**src/rtl/sbuf_pkg.sv**
```systemverilog
package sbuf_pkg;
  localparam int REG_AW = 3;
  localparam logic [REG_AW-1:0] OFS_LEN  = 3'd0;
  localparam logic [REG_AW-1:0] OFS_PORT = 3'd1;
  localparam logic [REG_AW-1:0] OFS_AUX  = 3'd2;
  localparam logic [REG_AW-1:0] OFS_DBG  = 3'd3;
  localparam int AUX_EN_BIT  = 1;
  localparam int DBG_SOVF_BIT = 0;
  localparam int DBG_EOVF_BIT = 1;
endpackage

```
**src/rtl/sbuf_index.sv**
```systemverilog
module sbuf_index #(
  parameter int DEPTH  = 32,
  parameter int IDX_W  = $clog2(DEPTH + 1),
  parameter int SLOT_W = $clog2(DEPTH)
) (
  input  logic              clk_i,
  input  logic              rst_ni,
  input  logic              clr_i,
  input  logic              step_i,
  input  logic              ovf_clr_i,
  output logic [IDX_W-1:0]  idx_o,
  output logic [SLOT_W-1:0] slot_o,
  output logic              ovf_o
);
  localparam logic [IDX_W-1:0]  LAST      = IDX_W'(DEPTH);
  localparam logic [SLOT_W-1:0] LAST_SLOT = SLOT_W'(DEPTH - 1);

  logic [IDX_W-1:0] idx_q;
  logic             ovf_q;
  logic             wrap;

  assign wrap = step_i && !clr_i && (idx_q == LAST);

  always_ff @(posedge clk_i or negedge rst_ni) begin
    if (!rst_ni) begin
      idx_q <= '0;
      ovf_q <= 1'b0;
    end else begin
      if (clr_i)                        idx_q <= '0;
      else if (step_i && idx_q != LAST) idx_q <= idx_q + 1'b1;
      if (wrap)           ovf_q <= 1'b1;
      else if (ovf_clr_i) ovf_q <= 1'b0;
    end
  end

  // saturated index addresses the last entry
  assign slot_o = (idx_q == LAST) ? LAST_SLOT : idx_q[SLOT_W-1:0];
  assign idx_o  = idx_q;
  assign ovf_o  = ovf_q;
endmodule

```
**src/rtl/sbuf_store.sv**
```systemverilog
module sbuf_store #(
  parameter int DEPTH  = 32,
  parameter int DW     = 8,
  parameter int SLOT_W = $clog2(DEPTH)
) (
  input  logic              clk_i,
  input  logic              rst_ni,
  input  logic              sw_we_i,
  input  logic [SLOT_W-1:0] sw_slot_i,
  input  logic [DW-1:0]     sw_wdata_i,
  output logic [DW-1:0]     sw_rdata_o,
  input  logic              eng_we_i,
  input  logic [SLOT_W-1:0] eng_slot_i,
  input  logic [DW-1:0]     eng_wdata_i,
  output logic [DW-1:0]     eng_rdata_o
);
  logic [DW-1:0]    mem_q [DEPTH];
  logic [DEPTH-1:0] hit_sw, hit_eng;

  for (genvar i = 0; i < DEPTH; i++) begin : g_dec
    assign hit_sw[i]  = sw_we_i  && (sw_slot_i  == SLOT_W'(i));
    assign hit_eng[i] = eng_we_i && (eng_slot_i == SLOT_W'(i));
  end

  always_ff @(posedge clk_i or negedge rst_ni) begin
    if (!rst_ni) begin
      for (int i = 0; i < DEPTH; i++) mem_q[i] <= '0;
    end else begin
      for (int i = 0; i < DEPTH; i++) begin
        if (hit_eng[i])     mem_q[i] <= eng_wdata_i;  // engine wins a collision
        else if (hit_sw[i]) mem_q[i] <= sw_wdata_i;
      end
    end
  end

  assign sw_rdata_o  = mem_q[sw_slot_i];
  assign eng_rdata_o = mem_q[eng_slot_i];
endmodule

```
**src/rtl/sbuf_block.sv**
```systemverilog
module sbuf_block
  import sbuf_pkg::*;
#(
  parameter int DEPTH = 32,
  parameter int DW    = 8
) (
  input  logic              clk_i,
  input  logic              rst_ni,
  input  logic [REG_AW-1:0] sw_addr_i,
  input  logic              sw_wr_i,
  input  logic              sw_rd_i,
  input  logic [DW-1:0]     sw_wdata_i,
  output logic [DW-1:0]     sw_rdata_o,
  input  logic              hctl_rd_i,
  input  logic              eng_start_i,
  input  logic              eng_push_i,
  input  logic              eng_pop_i,
  input  logic [DW-1:0]     eng_wdata_i,
  output logic [DW-1:0]     eng_rdata_o,
  input  logic              eng_len_we_i,
  input  logic [DW-1:0]     eng_len_i,
  output logic [DW-1:0]     eng_len_o,
  output logic              len_err_o,
  output logic              buf_en_o
);
  localparam int IDX_W  = $clog2(DEPTH + 1);
  localparam int SLOT_W = $clog2(DEPTH);
  localparam logic [DW-1:0] MAX_LEN = DW'(DEPTH);

  logic              en_q;
  logic [DW-1:0]     len_q;
  logic              sw_acc, sw_we, eng_acc, eng_we, dbg_wr;
  logic [IDX_W-1:0]  sw_idx, eng_idx;
  logic [SLOT_W-1:0] sw_slot, eng_slot;
  logic              sw_ovf, eng_ovf;
  logic [DW-1:0]     port_rdata;

  assign sw_acc  = en_q && (sw_addr_i == OFS_PORT) && (sw_wr_i || sw_rd_i) && !hctl_rd_i;
  assign sw_we   = sw_acc && sw_wr_i;
  assign eng_acc = en_q && (eng_push_i || eng_pop_i) && !eng_start_i;
  assign eng_we  = en_q && eng_push_i && !eng_start_i;
  assign dbg_wr  = sw_wr_i && (sw_addr_i == OFS_DBG);

  always_ff @(posedge clk_i or negedge rst_ni) begin
    if (!rst_ni) begin
      en_q  <= 1'b0;
      len_q <= '0;
    end else begin
      if (sw_wr_i && sw_addr_i == OFS_AUX) en_q <= sw_wdata_i[AUX_EN_BIT];
      if (eng_len_we_i)                         len_q <= eng_len_i;
      else if (sw_wr_i && sw_addr_i == OFS_LEN) len_q <= sw_wdata_i;
    end
  end

  sbuf_index #(.DEPTH(DEPTH), .IDX_W(IDX_W), .SLOT_W(SLOT_W)) i_sw_index (
    .clk_i, .rst_ni,
    .clr_i     (hctl_rd_i),
    .step_i    (sw_acc),
    .ovf_clr_i (dbg_wr && sw_wdata_i[DBG_SOVF_BIT]),
    .idx_o     (sw_idx),
    .slot_o    (sw_slot),
    .ovf_o     (sw_ovf)
  );

  sbuf_index #(.DEPTH(DEPTH), .IDX_W(IDX_W), .SLOT_W(SLOT_W)) i_eng_index (
    .clk_i, .rst_ni,
    .clr_i     (eng_start_i),
    .step_i    (eng_acc),
    .ovf_clr_i (dbg_wr && sw_wdata_i[DBG_EOVF_BIT]),
    .idx_o     (eng_idx),
    .slot_o    (eng_slot),
    .ovf_o     (eng_ovf)
  );

  sbuf_store #(.DEPTH(DEPTH), .DW(DW), .SLOT_W(SLOT_W)) i_store (
    .clk_i, .rst_ni,
    .sw_we_i     (sw_we),
    .sw_slot_i   (sw_slot),
    .sw_wdata_i  (sw_wdata_i),
    .sw_rdata_o  (port_rdata),
    .eng_we_i    (eng_we),
    .eng_slot_i  (eng_slot),
    .eng_wdata_i (eng_wdata_i),
    .eng_rdata_o (eng_rdata_o)
  );

  always_comb begin
    sw_rdata_o = '0;
    case (sw_addr_i)
      OFS_LEN:  sw_rdata_o = len_q;
      OFS_PORT: sw_rdata_o = en_q ? port_rdata : '0;
      OFS_AUX:  sw_rdata_o[AUX_EN_BIT] = en_q;
      OFS_DBG:  sw_rdata_o = DW'({sw_idx, eng_ovf, sw_ovf});
      default:  sw_rdata_o = '0;
    endcase
  end

  assign eng_len_o = len_q;
  assign len_err_o = (len_q == '0) || (len_q > MAX_LEN);
  assign buf_en_o  = en_q;
endmodule

```
**config.mk**
```make
export PLATFORM = sky130hd
export DESIGN_NAME = sbuf_block
export DESIGN_NICKNAME = d
export VERILOG_FILES = /design/src/rtl/sbuf_pkg.sv /design/src/rtl/sbuf_index.sv /design/src/rtl/sbuf_store.sv /design/src/rtl/sbuf_block.sv
export SDC_FILE = /design/constraint.sdc
export NUM_CORES = 1
export LEC_CHECK = 0
export ABC_AREA = 1
export BUFFER_PORTS_ARGS = -buffer_cell sky130_fd_sc_hd__buf_2
export CORE_UTILIZATION = 30
export CTS_CLUSTER_SIZE = 12
export DETAILED_ROUTE_END_ITERATION = 12
export PLACE_DENSITY = 0.4
export SETUP_SLACK_MARGIN = 0.1
export SLEW_MARGIN = 20
export SYNTH_ARGS = -nofsm -noshare
export SYNTH_HDL_FRONTEND = slang
export SYNTH_HIERARCHICAL = 1
export SYNTH_SLANG_ARGS = --single-unit
export TNS_END_PERCENT = 5
```
**constraint.sdc**
```tcl
create_clock -name clk_i -period 6.1 [get_ports clk_i]
set_input_delay 0.915 -clock clk_i [delete_from_list [all_inputs] [get_ports clk_i]]
set_output_delay 0.915 -clock clk_i [all_outputs]
set_load 0.01 [all_outputs]
```
==> results of run 1 <==
==> registers in the layout, indices dropped and copies added, names as in the netlist <==
signal and cells:
buf_en_o 1, i_eng_index/idx_o 6, i_sw_index/ovf_o 1, i_eng_index/ovf_o 1, i_store/mem_q 256, eng_len_o 8, i_sw_index/idx_o 6
==> critical path, cell delays in order, from the launching register on <==
cell	delay (ns)
dfrtp_1	0.45
inv_1	0.20
ha_1	0.18
nand3_1	0.11
nor2_4	0.18
inv_2	0.09
nand2_4	0.27
buf_4	0.66
nand2_1	0.08
o21ai_0	0.10
nand2_1	0.12
nand2_1	0.18
nand2_1	0.09
nand3_1	0.22
nor2_1	0.08
nor2_1	0.22
nand4_1	0.13
nand3_1	0.13
buf_2	0.14
==> per-layer routing <==
| metal | up-vias | routed length [um] | global-route usage |
|---|---|---|---|
| met5 | - | 0 | 0 |
| met4 | 0 | 4130 | 0.122 |
| met3 | 192 | 6250 | 0.0386 |
| met2 | 828 | 42700 | 0.470 |
| met1 | 10100 | 42300 | 0.419 |
| li1 | 9255 | - | - |
==> logic make-up (layout without fill, tap and decap cells) <==
logic type,Yosys count,count (layout),synth area share
other,0,1,0
buffers and inverters,341,348,0.0755
adders and majority gates,4,4,0.00270
AOI/OAI and AO/OA,321,321,0.135
DFF,279,279,0.377
and+or+nand+nor,1914,1914,0.410
==> power by group through the flow <==
| stage | clock, mW | sequential, mW | combinational [mW] |
|---|---|---|---|
| after global routing | 2.39 | 1.96 | 0.796 |
| after floorplan | 0 | 1.97 | 0.358 |
| after global placement | 0 | 1.99 | 0.734 |
| after detailed placement | 0 | 1.98 | 0.734 |
| after CTS | 2.33 | 1.95 | 0.736 |
| final | 2.28 | 1.96 | 0.746 |
==> path summary, 6_finish.rpt <==
| path | start | to | slack [ns] | cells past startpoint |
|---|---|---|---|---|
| min in group clk_i | i_store/mem_q[156] | i_store/mem_q[156] | 0.49 | 2 |
| worst min-delay path | rst_ni | i_store/mem_q[236] | 0.36 | 1 |
| max in group asynchronous | rst_ni | i_store/mem_q[108] | 4.23 | 2 |
| worst min register to register | i_store/mem_q[156] | i_store/mem_q[156] | 0.49 | 2 |
| worst max-delay path | i_sw_index/idx_o[0] | sw_rdata_o[4] | 0.88 | 18 |
| worst max register to register | i_eng_index/idx_o[0] | i_store/mem_q[112] | 2.06 | 14 |
==> cells in the final DEF, fill, tap and decap left out, drive strengths merged <==
cell type and count:
nand2 1509, dfrtp 279, nor2 247, o221ai 212
inv 189, nand3 123, buf 87, o21ai 57
clkbuf 54, o211ai 39, nand4 25, clkinv 14
a21oi 13, nor3 8, ha 4, clkinvlp 3
or2 2, diode 1, bufinv 1
==> stage by stage <==
step / hold WS [ns] / instance area [um^2] / worst slack, ns
after floorplan: 0.459 / 18500 / 2.86
after global placement: 0.476 / 19400 / 1.56
after detailed placement: 0.477 / 19400 / 1.54
after CTS: 0.425 / 20700 / 0.927
after global routing: 0.432 / 20700 / 0.498
final: 0.364 / 20700 / 0.885
==> final cells by class <==
cell class | instances | area, um^2
well taps | 782 | 978
clock inverters | 13 | 101
fillers | 6681 | 40000
diodes | 1 | 2.50
clock buffers | 54 | 1130
flip-flops and latches | 279 | 6980
multi-input cells | 2239 | 10200
repair buffers | 87 | 573
inverters | 194 | 729
==> results.toml, run 1 <==
[outcome]
status = "complete, no violations"

[critical_path]
arrival_ns = 4.30
startpoint_type = "flip-flop"
crit_type = "reg -> out"
cp_max_fo = 66
worstSetupEndpointType = "output pin"
cp.required_ns = 5.18

[routing]
first_pass_iters = 6
routedWlPerCell_um = 26.1
drc = 0
antenna_left = 0
drt_iter0_markers = 2109
via_per_inst = 5.59
num_vias = 20400
wl_mm = 95.4

[timing]
tns_ns = 0
min_period_ns = 5.22
fmax_ghz = 0.192
worstMarginPinSlew_ns = 1.15
finalCritPeriodShare = 0.855
skew_ns = 0.0128
final_hold_viol_count = 0
setup_viol = 0
drv_slew = 0
slew_headroom = 0.232
rsz0062_at_grt = "false"

[floorplan]
die_w_um = 251
start_util = 0.305
die_area_um2 = 62800
fp-row-count = 90
core_um2 = 60700
io_pins = 62
die_y_um = 251

[cts]
clkSinkCount = 279
postCtsSetupBuffers = 0
cts_buffers = 38
path_clk_slew_ns = 0.06
clockBufferDepth = 3
clock-root-buffer = "clkbuf_16"
htree_levels = 2
clock_latency_ns = 0.57
cts_resized = 0
tritoncts = "yes"
cts_hold_buf = 0

[yosys]
ys_types = 30
synth.avg_cell_area_um2 = 6.48
mappedNetlistArea_um2 = 18500
synth_top_area_frac = 0.377
synth_top_area_cell = "dfrtp_1"
synth_warnings = 6
async_flop_share = 1.00
synth.most_common_cell = "nand2_1"
synth_cells = 2859
yosysSeqAreaShare = 0.377
synth_nets = 2899
synthFlopType = "dfrtp_1"
synthTopCellsByCount = "1486 x nand2_1, 279 x dfrtp_1, 236 x nor2_1, 212 x o221ai_1, 168 x inv_1"
synth_edf_count = 0
synth_seq_cells = 279
synth.area.top_cells = "dfrtp_1 38%, nand2_1 30%, o221ai_1 10%, nor2_1 4.8%, inv_1 3.4%"

[pwr]
total_power_mw = 4.98
swShare = 0.317
p_sw_mw = 1.58
pwr-share-seq = 0.392
comb_power_share = 0.150
clkPwrFrac = 0.458
intPower_mw = 3.40
vdd_drop_max_mv = 0.161
total_leakage_power_nw = 10.3
power_density_nw_per_um2 = 241

[grt]
grt_max_degree = 126
grt_remaining_overflow = 0
antenna_found_initial = 2
grt_pass1_wl_mm = 138
grt_pass1_vias = 19300
grt_use_total = 0.301

[finish]
utilization = 0.341
stdcell_count = 3649
syn_to_final_growth_pct = 11.6
drive_gt1_frac = 0.0757
fin_nets = 2879

[hold_path]
hp-class = "in -> async"

[placement]
port_buffers = 61
gp_congestion = 0.915
placed_cells = 3581
place_hpwl_mm = 63.2

[job]
cap_violations = 0
Note: power is estimated with default switching activity, not from simulation.
==> run 2, diff against run 1 <==
ABC_AREA = unset   (was 1)
==> results.toml, run 2 <==
[timing]
worstMarginPinSlew_ns = 1.15
skew_ns = 0.0185
rsz0062_at_grt = "false"
final_hold_viol_count = 0
fmax_ghz = 0.181
tns_ns = 0
finalCritPeriodShare = 0.906
slew_headroom = 0.231
setup_viol = 0
min_period_ns = 5.53
drv_slew = 0

[routing]
first_pass_iters = 5
drt_iter0_markers = 1492
drc = 0
num_vias = 14800
wl_mm = 75.0
via_per_inst = 5.67
routedWlPerCell_um = 28.7
antenna_left = 0

[pwr]
total_power_mw = 4.98
total_leakage_power_nw = 8.63
power_density_nw_per_um2 = 245
vdd_drop_max_mv = 0.143

[critical_path]
startpoint = "i_eng_index/idx_o[0]"
reg2regPathDepth = 9
cp.required_ns = 5.18
startpoint_type = "flip-flop"
timing.rr.start = "i_eng_index/idx_o[0]"
cp_slowest_stage_delay_ns = 0.78
worstSetupEndpointType = "output pin"
arrival_ns = 4.61
cp_max_fo = 41
slowest_stage = "nor3b_1"
crit_type = "reg -> out"
path_cells = "inv_1 -> ha_1 -> nor3b_4 -> nand2b_1 -> nand2_4 -> nor3b_1 -> a22oi_1 -> o211ai_1 -> o22ai_1 -> nor2_1 -> buf_2"

[finish]
syn_to_final_growth_pct = 11.4
largest-register = "i_store/mem_q"
utilization = 0.341
final_common_cell = "mux2i_1"
fin_area_um2 = 20300
stdcell_count = 2610
largest_reg_flops = 256
layout_common_cells = "342 x mux2i_1, 279 x dfrtp_1, 236 x nor2_1"
fin_nets = 1855
drive_gt1_frac = 0.165
diodes = 0

[placement]
place_hpwl_mm = 50.7
placed_cells = 2549
port_buffers = 61
gp_congestion = 0.896
dpl-instance-area_um2 = 19100

[yosys]
synth.area.top_cells = "dfrtp_1 38%, mux2i_1 19%, mux4_2 10%, a21oi_1 5.4%, nor2_1 4.9%"
synth.avg_cell_area_um2 = 9.89
async_flop_share = 1.00
synth_top_area_cell = "dfrtp_1"
synth_edf_count = 0
synthTopCellsByCount = "342 x mux2i_1, 279 x dfrtp_1, 238 x nor2_1, 197 x a21oi_1, 167 x nand2_1"
mappedNetlistArea_um2 = 18200
synthFlopType = "dfrtp_1"
synth_top_area_frac = 0.383
ys_types = 67
synth_nets = 1883
synth_seq_cells = 279
yosysSeqAreaShare = 0.383
synth_cells = 1843
synth_warnings = 6
synth.most_common_cell = "mux2i_1"

[job]
cap_violations = 0

[cts]
cts_resized = 0
tritoncts = "yes"
clock-root-buffer = "clkbuf_16"
clockBufferDepth = 3
clkSinkCount = 279
clock_latency_ns = 0.55
path_clk_slew_ns = 0.06
htree_levels = 2
cts_hold_buf = 0
postCtsSetupBuffers = 0
cts_buffers = 37

[grt]
grt_max_degree = 144
grt_use_total = 0.242
antenna_found_initial = 1
grt_pass1_vias = 14300
grt_remaining_overflow = 0
grt_pass1_wl_mm = 110

[floorplan]
fp-row-count = 89
die_w_um = 248
io_pins = 62
die_y_um = 248
core_um2 = 59500
start_util = 0.306
die_area_um2 = 61700

[hold_path]
hp-class = "in -> async"

[outcome]
status = "complete, no violations"
## run 2: cell types whose count changed in the layout (fill, tap and decap cells not counted), moves of 17 or more
| cell | before | now |
|---|---|---|
| nand2_1 | 1482 | 161 |
| mux4_2 | 0 | 81 |
| inv_1 | 166 | 18 |
| o21ai_0 | 52 | 77 |
| nand3_1 | 117 | 19 |
| a21oi_1 | 13 | 197 |
| nand4_1 | 25 | 8 |
| mux2i_1 | 0 | 342 |
| o22a_1 | 0 | 18 |
| inv_2 | 23 | 0 |
| o221ai_1 | 212 | 13 |
| o211ai_1 | 39 | 7 |
| nand2_2 | 24 | 5 |
| mux2_2 | 0 | 30 |
## run 2: power by group
group / internal, mW / switching (mW)
combinational: 0.276 / 0.493
sequential: 1.91 / 0.0638
clock: 1.35 / 0.875
## run 2: logic make-up after synthesis
family	Yosys count	share of synthesized area
simple gates	534	0.136
mux	453	0.307
compound gates	388	0.124
flops	279	0.383
buf+inv	181	0.0449
xor+xnor	4	0.00192
fa+ha+maj	4	0.00275
## run 2: final timing paths
kind / slack [ns] / endpoint
worst min register to register: 0.55 / i_eng_index/ovf_o
worst max-delay path: 0.57 / eng_rdata_o[5]
worst min-delay path: 0.39 / i_eng_index/idx_o[5]
worst max register to register: 1.79 / i_store/mem_q[227]
max in group asynchronous: 4.27 / i_store/mem_q[7]
min in group clk_i: 0.55 / i_eng_index/ovf_o
## run 2: metrics by stage
step	worst slack [ns]	hold WS [ns]
after floorplan	2.25	0.500
after global placement	1.16	0.548
after detailed placement	1.01	0.549
after CTS	0.412	0.407
after global routing	0.279	0.442
final	0.573	0.395
## run 2: routing by layer
metal  global-route usage  vias to the layer above  wire, um
met1                0.345                     7527     34700
met3               0.0313                       89      3930
met2                0.387                      545     34600
li1                     -                     6627         -
met5                    0                        -        13
met4               0.0603                        2      1740
## run 2: area by class of cell
cell class	instances	area, um^2
repair buffers	95	598
multi-input cells	1383	10500
clock buffers	55	1090
inverters	19	71.3
fillers	6074	39200
flip-flops and latches	279	6980
clock inverters	6	105
well taps	773	967
## run 2: critical path, delay by kind of cell (launching register included)
| family | cells | cell delay [ns] |
|---|---|---|
| flops | 1 | 0.42 |
| compound gates | 3 | 0.79 |
| fa+ha+maj | 1 | 0.16 |
| simple gates | 5 | 2.27 |
| buf+inv | 2 | 0.34 |
==> run 3, diff against run 2 <==
CTS_BUF_LIST = sky130_fd_sc_hd__clkbuf_4 sky130_fd_sc_hd__clkbuf_8 sky130_fd_sc_hd__clkbuf_16   (was unset)
==> results.toml, run 3 (synthesis results as in run 2) <==
[floorplan]
fp-row-count = 89
die_area_um2 = 61700
core_um2 = 59500
die_w_um = 248
start_util = 0.306
die_y_um = 248
io_pins = 62

[critical_path]
cp.required_ns = 5.18
cp_slowest_stage_delay_ns = 0.52
path_cells = "inv_1 -> ha_1 -> nor3b_4 -> nand2b_1 -> nand2_4 -> buf_4 -> mux2_2 -> a21oi_1 -> o221ai_1 -> a21o_1 -> o221a_2 -> a222oi_1 -> inv_1 -> buf_2"
crit_path_frequent_cell = "inv_1"
slowest_stage = "nand2_4"
path_buf_inv = 4
startpoint_type = "flip-flop"
critPathTopFamily = "compound AO/OA/AOI/OAI gates"
worstSetupEndpointType = "output pin"
crit_type = "reg -> out"
cp_max_fo = 27
arrival_ns = 4.63

[cts]
cts_resized = 0
clock_latency_ns = 0.55
tritoncts = "yes"
htree_levels = 2
postCtsSetupBuffers = 0
clkSinkCount = 279
path_clk_slew_ns = 0.06
clockBufferDepth = 3
cts_buffers = 37
cts_hold_buf = 0
clock-root-buffer = "clkbuf_16"

[finish]
nFillCells = 6070
multi_input_area_um2 = 10500
final_common_cell = "mux2i_1"
largest_reg_flops = 256
diodes = 0
area.sequential_um2 = 6980
syn_to_final_growth_pct = 11.6
stdcell_count = 2610
drive_gt1_frac = 0.170
fin_nets = 1855
layout_common_cells = "342 x mux2i_1, 279 x dfrtp_1, 236 x nor2_1"
largest-register = "i_store/mem_q"

[timing]
fin_ws_ns = 0.559
worstMarginPinSlew_ns = 1.14
fmax_ghz = 0.180
skew_ns = 0.0178
finalCritPeriodShare = 0.908
min_period_ns = 5.54
rsz0062_at_grt = "false"
tns_ns = 0
slew_headroom = 0.243
setup_viol = 0
final_hold_viol_count = 0
drv_slew = 0

[pwr]
power_density_nw_per_um2 = 247
total_leakage_power_nw = 8.66
vdd_drop_max_mv = 0.143

[routing]
wl_mm = 75.0
antenna_left = 0
first_pass_iters = 8
drc = 0
via_per_inst = 5.67
routedWlPerCell_um = 28.7
drt_iter0_markers = 1431
num_vias = 14800

[grt]
grt_use_total = 0.242
grt_pass1_wl_mm = 110
grt_max_degree = 144
grtUsageMet1 = 0.345
met3_usage = 0.0316
use_met2 = 0.387
grt_pass1_vias = 14300
grt-busiest-layer = "met2"
grt_remaining_overflow = 0
antenna_found_initial = 1

[outcome]
status = "complete, no violations"

[hold_path]
hp-class = "in -> async"

[placement]
gp_congestion = 0.896
port_buffers = 61
place_hpwl_mm = 50.7
post-place-ws_ns = 1.01
placed_cells = 2549

[job]
cap_violations = 0
## run 3: cell counts in the layout (fill, tap and decap cells not counted)
No cell type changed its count.
## run 3: power by group
group          internal (mW)  switching (mW)  total, mW
Sequential              1.91          0.0634       1.98
Combinational          0.276           0.489      0.765
Clock                   1.39           0.878       2.27
## run 3: area by class of cell
cell class,count,area share
Tap cell,773,0.0476
Inverter,19,0.00351
Clock inverter,6,0.00517
Sequential cell,279,0.343
Clock buffer,55,0.0553
Multi-Input combinational cell,1383,0.516
Timing Repair Buffer,95,0.0294
## run 3: worst paths after layout
check / startpoint / cells after the start / slack [ns] / endpoint
setup / recovery: i_sw_index/idx_o[0] / 14 / 0.56 / sw_rdata_o[4]
hold / removal: rst_ni / 1 / 0.40 / i_eng_index/idx_o[5]
max in group asynchronous: rst_ni / 2 / 4.27 / i_store/mem_q[7]
min in group clk_i: i_eng_index/ovf_o / 2 / 0.55 / i_eng_index/ovf_o
setup reg to reg: i_eng_index/idx_o[0] / 9 / 1.78 / i_store/mem_q[227]
hold reg to reg: i_eng_index/ovf_o / 2 / 0.55 / i_eng_index/ovf_o
## run 3: through the flow
| step | hold slack, ns | power [mW] | utilization | instance area, um^2 |
|---|---|---|---|---|
| floorplan | 0.500 | 2.43 | - | 18200 |
| global placement | 0.548 | 2.77 | 0.321 | 19100 |
| detailed placement | 0.549 | 2.77 | 0.321 | 19100 |
| CTS | 0.407 | 5.07 | 0.342 | 20300 |
| global route | 0.443 | 5.20 | 0.342 | 20300 |
| finish | 0.396 | 5.01 | 0.342 | 20300 |
## run 3: layer usage
| layer | wire length, um | part of all wire |
|---|---|---|
| met5 | 13 | 0.00017 |
| met4 | 1740 | 0.023 |
| met3 | 3740 | 0.050 |
| met2 | 34700 | 0.46 |
| met1 | 34900 | 0.46 |
## run 3: worst register-to-register path, delay by kind of cell, from the launching register on
family / cells / cell delay [ns]
AND/OR/NAND/NOR: 6 / 3.26
flip-flops: 1 / 0.41
adder cells (fa/ha/maj): 1 / 0.21
AO/OA/AOI/OAI: 1 / 0.18
buffers and inverters: 1 / 0.12
